### src/rtl/coef_store_pkg.sv
package coef_store_pkg;

  typedef enum logic [1:0] {
    RK_ZERO = 2'd0,
    RK_CTRL = 2'd1,
    RK_HI   = 2'd2,
    RK_LO   = 2'd3
  } rd_kind_t;

  // default content loaded by the post-reset sweep
  function automatic logic [15:0] coef_default(input int unsigned idx);
    return ((idx % 5) == 0) ? 16'h7FFF : 16'h0000;
  endfunction

endpackage

### src/rtl/coef_addr_decode.sv
module coef_addr_decode #(
  parameter int NUM_COEF  = 64,
  parameter int PAGE_A0   = 8,
  parameter int PAGE_B0   = 12,
  parameter int CTRL_REG  = 1,
  parameter int COEF_REG0 = 8,
  localparam int IDX_W    = $clog2(NUM_COEF),
  localparam int PER_PAGE = NUM_COEF / 2
) (
  input  logic [7:0]       page,
  input  logic [7:0]       addr,
  output logic             is_ctrl,
  output logic             is_coef,
  output logic             bank,
  output logic [IDX_W-1:0] idx,
  output logic             is_lo
);
  localparam int SLOT_W = IDX_W - 1;

  logic [8:0] off;
  logic       in_range;
  logic       pg_a0, pg_a1, pg_b0, pg_b1;

  always_comb begin
    off      = {1'b0, addr} - 9'(COEF_REG0);
    in_range = !off[8] && (off < 9'(2 * PER_PAGE));
    pg_a0    = (page == 8'(PAGE_A0));
    pg_a1    = (page == 8'(PAGE_A0 + 1));
    pg_b0    = (page == 8'(PAGE_B0));
    pg_b1    = (page == 8'(PAGE_B0 + 1));
    is_ctrl  = pg_a0 && (addr == 8'(CTRL_REG));
    is_coef  = in_range && (pg_a0 || pg_a1 || pg_b0 || pg_b1);
    bank     = pg_b0 || pg_b1;
    idx      = {(pg_a1 || pg_b1), off[SLOT_W:1]};
    is_lo    = off[0];
  end

endmodule

### src/rtl/coef_ctrl_reg.sv
module coef_ctrl_reg (
  input  logic       clk,
  input  logic       rst,
  input  logic       ctrl_we,
  input  logic [7:0] ctrl_wdata,
  input  logic       running,
  input  logic       sample_start,
  output logic       adapt_en,
  output logic       active_bank,
  output logic       swap_req
);
  logic swap_now;

  assign swap_now = swap_req && sample_start && running && adapt_en;

  always_ff @(posedge clk) begin
    if (rst) begin
      adapt_en    <= 1'b0;
      active_bank <= 1'b0;
      swap_req    <= 1'b0;
    end else begin
      if (ctrl_we) adapt_en <= ctrl_wdata[2];
      if (swap_now) active_bank <= ~active_bank;
      if (!running || !adapt_en || swap_now)
        swap_req <= 1'b0;
      else if (ctrl_we && ctrl_wdata[0] && ctrl_wdata[2])
        swap_req <= 1'b1;
    end
  end

  a_r5_req_self_clear: assert property (@(posedge clk) disable iff (rst)
    (swap_req && sample_start && running && adapt_en) |=> !swap_req);

  a_r6_toggle_on_swap: assert property (@(posedge clk) disable iff (rst)
    (swap_req && sample_start && running && adapt_en) |=> (active_bank != $past(active_bank)));

  a_r6_hold_without_swap: assert property (@(posedge clk) disable iff (rst)
    !(swap_req && sample_start && running && adapt_en) |=> $stable(active_bank));

  a_r8_stopped_no_req: assert property (@(posedge clk) disable iff (rst)
    !running |=> !swap_req);

endmodule

### src/rtl/coef_bank_mem.sv
module coef_bank_mem #(
  parameter int DEPTH = 128,
  parameter int WIDTH = 16,
  localparam int AW   = $clog2(DEPTH)
) (
  input  logic             clk,
  input  logic             we,
  input  logic [AW-1:0]    waddr,
  input  logic [WIDTH-1:0] wdata,
  input  logic [AW-1:0]    raddr_a,
  output logic [WIDTH-1:0] rdata_a,
  input  logic [AW-1:0]    raddr_b,
  output logic [WIDTH-1:0] rdata_b
);
  logic [WIDTH-1:0] mem [DEPTH];

  always_ff @(posedge clk) begin
    if (we) mem[waddr] <= wdata;
    rdata_a <= mem[raddr_a];
    rdata_b <= mem[raddr_b];
  end

endmodule

### src/rtl/coef_dbuf_store.sv
module coef_dbuf_store
  import coef_store_pkg::*;
#(
  parameter int NUM_COEF  = 64,
  parameter int PAGE_A0   = 8,
  parameter int PAGE_B0   = 12,
  parameter int COEF_REG0 = 8,
  localparam int IDX_W    = $clog2(NUM_COEF)
) (
  input  logic             clk,
  input  logic             rst,
  input  logic             host_wr,
  input  logic             host_rd,
  input  logic [7:0]       host_page,
  input  logic [7:0]       host_addr,
  input  logic [7:0]       host_wdata,
  output logic [7:0]       host_rdata,
  input  logic [IDX_W-1:0] dp_idx,
  output logic [15:0]      dp_coef,
  input  logic             sample_start,
  input  logic             running
);
  localparam int DEPTH = 2 * NUM_COEF;
  localparam int AW    = IDX_W + 1;

  logic             is_ctrl, is_coef, addr_bank, is_lo;
  logic [IDX_W-1:0] idx;
  logic             adapt_en, active_bank, swap_req;

  logic             init_busy;
  logic [AW-1:0]    init_cnt;
  logic [7:0]       hi_stage;
  logic             locked, tbank, coef_ok;
  logic             mem_we;
  logic [AW-1:0]    mem_waddr;
  logic [15:0]      mem_wdata, host_q;
  rd_kind_t         rd_kind;
  logic [7:0]       ctrl_snap;

  coef_addr_decode #(
    .NUM_COEF(NUM_COEF), .PAGE_A0(PAGE_A0), .PAGE_B0(PAGE_B0),
    .CTRL_REG(1), .COEF_REG0(COEF_REG0)
  ) u_dec (
    .page(host_page), .addr(host_addr), .is_ctrl(is_ctrl), .is_coef(is_coef),
    .bank(addr_bank), .idx(idx), .is_lo(is_lo)
  );

  coef_ctrl_reg u_ctrl (
    .clk(clk), .rst(rst),
    .ctrl_we(host_wr && is_ctrl && !init_busy), .ctrl_wdata(host_wdata),
    .running(running), .sample_start(sample_start),
    .adapt_en(adapt_en), .active_bank(active_bank), .swap_req(swap_req)
  );

  // post-reset sweep loading both banks
  always_ff @(posedge clk) begin
    if (rst) begin
      init_busy <= 1'b1;
      init_cnt  <= '0;
    end else if (init_busy) begin
      init_cnt <= init_cnt + 1'b1;
      if (init_cnt == AW'(DEPTH - 1)) init_busy <= 1'b0;
    end
  end

  always_comb begin
    locked  = running && !adapt_en;
    tbank   = (running && adapt_en) ? ~active_bank : addr_bank;
    coef_ok = is_coef && !locked && !init_busy;
    if (init_busy) begin
      mem_we    = 1'b1;
      mem_waddr = init_cnt;
      mem_wdata = coef_default(int'(init_cnt[IDX_W-1:0]));
    end else begin
      mem_we    = host_wr && coef_ok && is_lo;
      mem_waddr = {tbank, idx};
      mem_wdata = {hi_stage, host_wdata};
    end
  end

  always_ff @(posedge clk) begin
    if (rst) hi_stage <= '0;
    else if (host_wr && coef_ok && !is_lo) hi_stage <= host_wdata;
  end

  coef_bank_mem #(.DEPTH(DEPTH), .WIDTH(16)) u_mem (
    .clk(clk), .we(mem_we), .waddr(mem_waddr), .wdata(mem_wdata),
    .raddr_a({active_bank, dp_idx}), .rdata_a(dp_coef),
    .raddr_b({tbank, idx}), .rdata_b(host_q)
  );

  always_ff @(posedge clk) begin
    if (rst) begin
      rd_kind   <= RK_ZERO;
      ctrl_snap <= '0;
    end else if (host_rd) begin
      ctrl_snap <= {5'b0, adapt_en, active_bank, swap_req};
      if (init_busy)    rd_kind <= RK_ZERO;
      else if (is_ctrl) rd_kind <= RK_CTRL;
      else if (coef_ok) rd_kind <= is_lo ? RK_LO : RK_HI;
      else              rd_kind <= RK_ZERO;
    end
  end

  always_comb begin
    case (rd_kind)
      RK_CTRL: host_rdata = ctrl_snap;
      RK_HI:   host_rdata = host_q[15:8];
      RK_LO:   host_rdata = host_q[7:0];
      default: host_rdata = 8'h00;
    endcase
  end

  a_r4_locked_no_write: assert property (@(posedge clk) disable iff (rst)
    (running && !adapt_en && !init_busy) |-> !mem_we);

  a_r7_write_inactive: assert property (@(posedge clk) disable iff (rst)
    (mem_we && !init_busy && running && adapt_en) |-> (mem_waddr[IDX_W] != active_bank));

  a_r10_init_req_clear: assert property (@(posedge clk) disable iff (rst)
    init_busy |-> !swap_req);

endmodule

### config.mk
export PLATFORM = sky130hd
export DESIGN_NAME = coef_dbuf_store
export DESIGN_NICKNAME = d
export VERILOG_FILES = /design/src/rtl/coef_store_pkg.sv /design/src/rtl/coef_addr_decode.sv /design/src/rtl/coef_ctrl_reg.sv /design/src/rtl/coef_bank_mem.sv /design/src/rtl/coef_dbuf_store.sv
export SDC_FILE = /design/constraint.sdc
export NUM_CORES = 2
export LEC_CHECK = 0
export ABC_CLOCK_PERIOD_IN_PS = 16850
export BUFFER_PORTS_ARGS = -buffer_cell sky130_fd_sc_hd__buf_2
export CORE_ASPECT_RATIO = 0.8
export CORE_UTILIZATION = 55
export DETAILED_ROUTE_END_ITERATION = 10
export PLACE_DENSITY = 0.69
export SLEW_MARGIN = 20
export SYNTH_ARGS = -nofsm -noshare
export SYNTH_HDL_FRONTEND = slang
export SYNTH_HIERARCHICAL = 1
export SYNTH_SLANG_ARGS = --single-unit
### constraint.sdc
create_clock -name clk -period 16.85 [get_ports clk]
set_clock_uncertainty 0.2 [all_clocks]
set_input_delay 2.5275 -clock clk [delete_from_list [all_inputs] [get_ports clk]]
set_output_delay 2.5275 -clock clk [all_outputs]
set_load 0.01 [all_outputs]
==> qor.csv <==
metric,value,unit
io_buffers,59,
grt_max_degree,118,
antenna_found_initial,28,
place_hpwl,169,mm
ys_seq_elements,2104,
pin_count,60,
hp-start,hi_stage[2],
status,"complete, no violations",
vias,50400,
required,17.37,ns
synthArstFlopShare,0,%
yosysWarningCount,6,
area_growth,10.7,%
clock_path_buffers,3,
ys_seq_area_share,64.5,%
drt_wl_total,279,mm
vdd_ir_drop_max,0.0935,mV
synth_area_per_cell,23.0,um^2
grt_pass1_vias,49500,
min_period_over_period,45.2,%
layout_min_cycle_time,7.61,ns
synth_nets,4268,
rsz0062_at_grt,false,
hold_viol,0,
startpoint,host_addr[1],
fp.dieH,378,um
crit_top_cell,buf_4,
nNetsFinal,4360,
row_count,137,
layout-drive-gt1-share,45.8,%
leakage,0.0327,uW
synth_edf_count,2048,
cp_slowest_stage_delay,0.76,ns
cp_cell_sequence,buf_8 -> buf_4 -> buf_4 -> buf_4 -> buf_4 -> mux4_2 -> mux4_2 -> mux4_2 -> mux2_2,
first_iter_violations,7420,
clk_pin_slew_worst_paths,0.06,ns
post-place-ws,8.24,ns
ys_top_cells_by_area,"edfxtp_1 (63%), mux4_2 (31%), dfxtp_1 (1.2%)",
drtPass1Iterations,6,
ant_nets,0,
r2r-start,init_cnt[3],
fin_setup_tns,0,ns
drc,0,
final_cell_area,108000,um^2
synth_ff_type,edfxtp_1,
h-tree-depth,4,
max_freq,0.131,GHz
place_congestion,0.881,
cpLargestDelayFamily,buffers and inverters,
startpoint_type,input port,
hold_buffers,0,
dieArea,178000,um^2
syn_area,97100,um^2
finalWorstSetupSlack,9.24,ns
grtUsageTotal,32.0,%
initial_core_util,55.5,%
path_buf_inv,5,
setup_viol,0,
slew-limit-headroom,20.1,%
cts_tree,built,
slew_viol_final,0,
synth_top_area_cell,edfxtp_1,
synthCells,4225,
placeableCoreArea,175000,um^2
worstPathMaxFanout,62,
cts.sinks,2104,
cts_setup_buffers,0,
cp_slowest_cell,buf_4,
grt_pass1_wl,391,mm
arrival,8.13,ns
dieWidth,472,um
min_path_type,reg2reg,
clockRootBuffer,clkbuf_16,
wl_per_cell,41.2,um
p_per_area,111,nW/um^2
worst_pin_slew,1.20,ns
worst_skew_pair.late_latency,0.84,ns
cts_buffers,205,
cts.repair.resized,0,
placed_cell_area,101000,um^2
via_per_inst,7.44,
worstSetupPathType,in2reg,
endpoint_kind,flip-flop,
gr-total-overflow,0,
synth_top_area_share,63.3,%
maxCapViolations,0,
synthDistinctLibCells,67,
cell usage after synthesis (4+ instances only):
cell      instances
edfxtp_1       2048
mux4_2         1344
clkbuf_1        172
nor2_1          155
buf_2           108
dfxtp_1          56
buf_1            45
mux2_2           42
nand2_1          28
inv_1            22
mux2i_1          21
nor2b_1          17
o21ai_0          15
nand3_1          14
o21ai_2          11
nor3_1           10
a21oi_1           7
buf_4             7
ha_1              7
a211oi_1          6
nand2b_1          6
nand4_1           6
o21a_1            5
nand3b_1          4
nor4_1            4
xor2_1            4
worst paths after layout:
check	depth (start not counted)	slack, ns	end
max	9	9.24	u_mem/rdata_b[9]
min	2	0.30	hi_stage[2]
max reg2reg	16	10.39	u_mem/mem[84][14]
min reg2reg	2	0.30	hi_stage[2]
power breakdown:
part | internal, uW | switching [uW]
Combinational | 429 | 855
Clock | 2590 | 1970
Sequential | 6030 | 30.7
sequential cells by signal, indices dropped and copies added (netlist names):
signal,flops
u_ctrl/adapt_en,1
init_cnt,7
ctrl_snap,3
u_mem/rdata_b,16
u_ctrl/active_bank,1
u_mem/mem,2048
init_busy,1
u_mem/rdata_a,16
hi_stage,8
u_ctrl/swap_req,1
rd_kind,2
logic make-up after synthesis:
| family | after synthesis | share of synthesized area [%] |
|---|---|---|
| AOI/OAI and AO/OA | 75 | 0.645 |
| adders and majority gates | 7 | 0.0902 |
| buffers and inverters | 360 | 1.58 |
| and+or+nand+nor | 264 | 1.24 |
| DFF | 2104 | 64.5 |
| xor gates and xnor gates | 6 | 0.0541 |
| muxes | 1409 | 31.9 |
cell usage in the layout (no fill, tap or decap), types with 7 or more instances in the layout:
cell / instances
edfxtp_1: 2048
mux4_2: 1344
clkbuf_16: 210
buf_4: 154
nor2_2: 72
clkbuf_1: 65
dfxtp_1: 54
buf_2: 53
nor2_4: 48
mux2_2: 42
nor2_1: 36
clkinv_1: 32
nand2_1: 28
clkinv_2: 26
mux2i_1: 21
inv_1: 20
bufinv_16: 19
nor2b_1: 16
o21ai_4: 16
nand3_1: 14
o21ai_0: 9
clkinvlp_4: 9
nor3_2: 9
a21oi_1: 7
ha_1: 7
cell type report:
cell class                      instances  area (um^2)
Fill cell                           11800        67300
Sequential cell                      2104        62600
Multi-Input combinational cell       1761        33700
Clock buffer                          279         5550
Tap cell                             2293         2870
Timing Repair Buffer                  220         1660
Clock inverter                         95          975
Inverter                               25          104
Antenna cell                            6         15.0
through the flow:
stage / power (uW) / util, % / hold slack, ns / cells
after global placement: 7420 / 57.6 / 0.277 / 6402
after global routing: 12200 / 61.5 / 0.330 / 6778
after CTS: 11900 / 61.4 / 0.300 / 6776
final: 11900 / 61.5 / 0.298 / 6783
after detailed placement: 7440 / 57.7 / 0.286 / 6402
after floorplan: 6920 / - / 0.252 / 4225
per-layer routing:
layer / routed length (um) / track usage [%]
met5: 138 / 0
met1: 105000 / 46.2
met3: 39500 / 11.8
met2: 127000 / 46.5
met4: 7350 / 8.45
tightest hold or removal path: stages, from the launching register on:
cell     delay (ns)
dfxtp_1        0.33
mux2i_1        0.07
nor2_1         0.07
No activity file was read; power rests on OpenSTA's default activity.
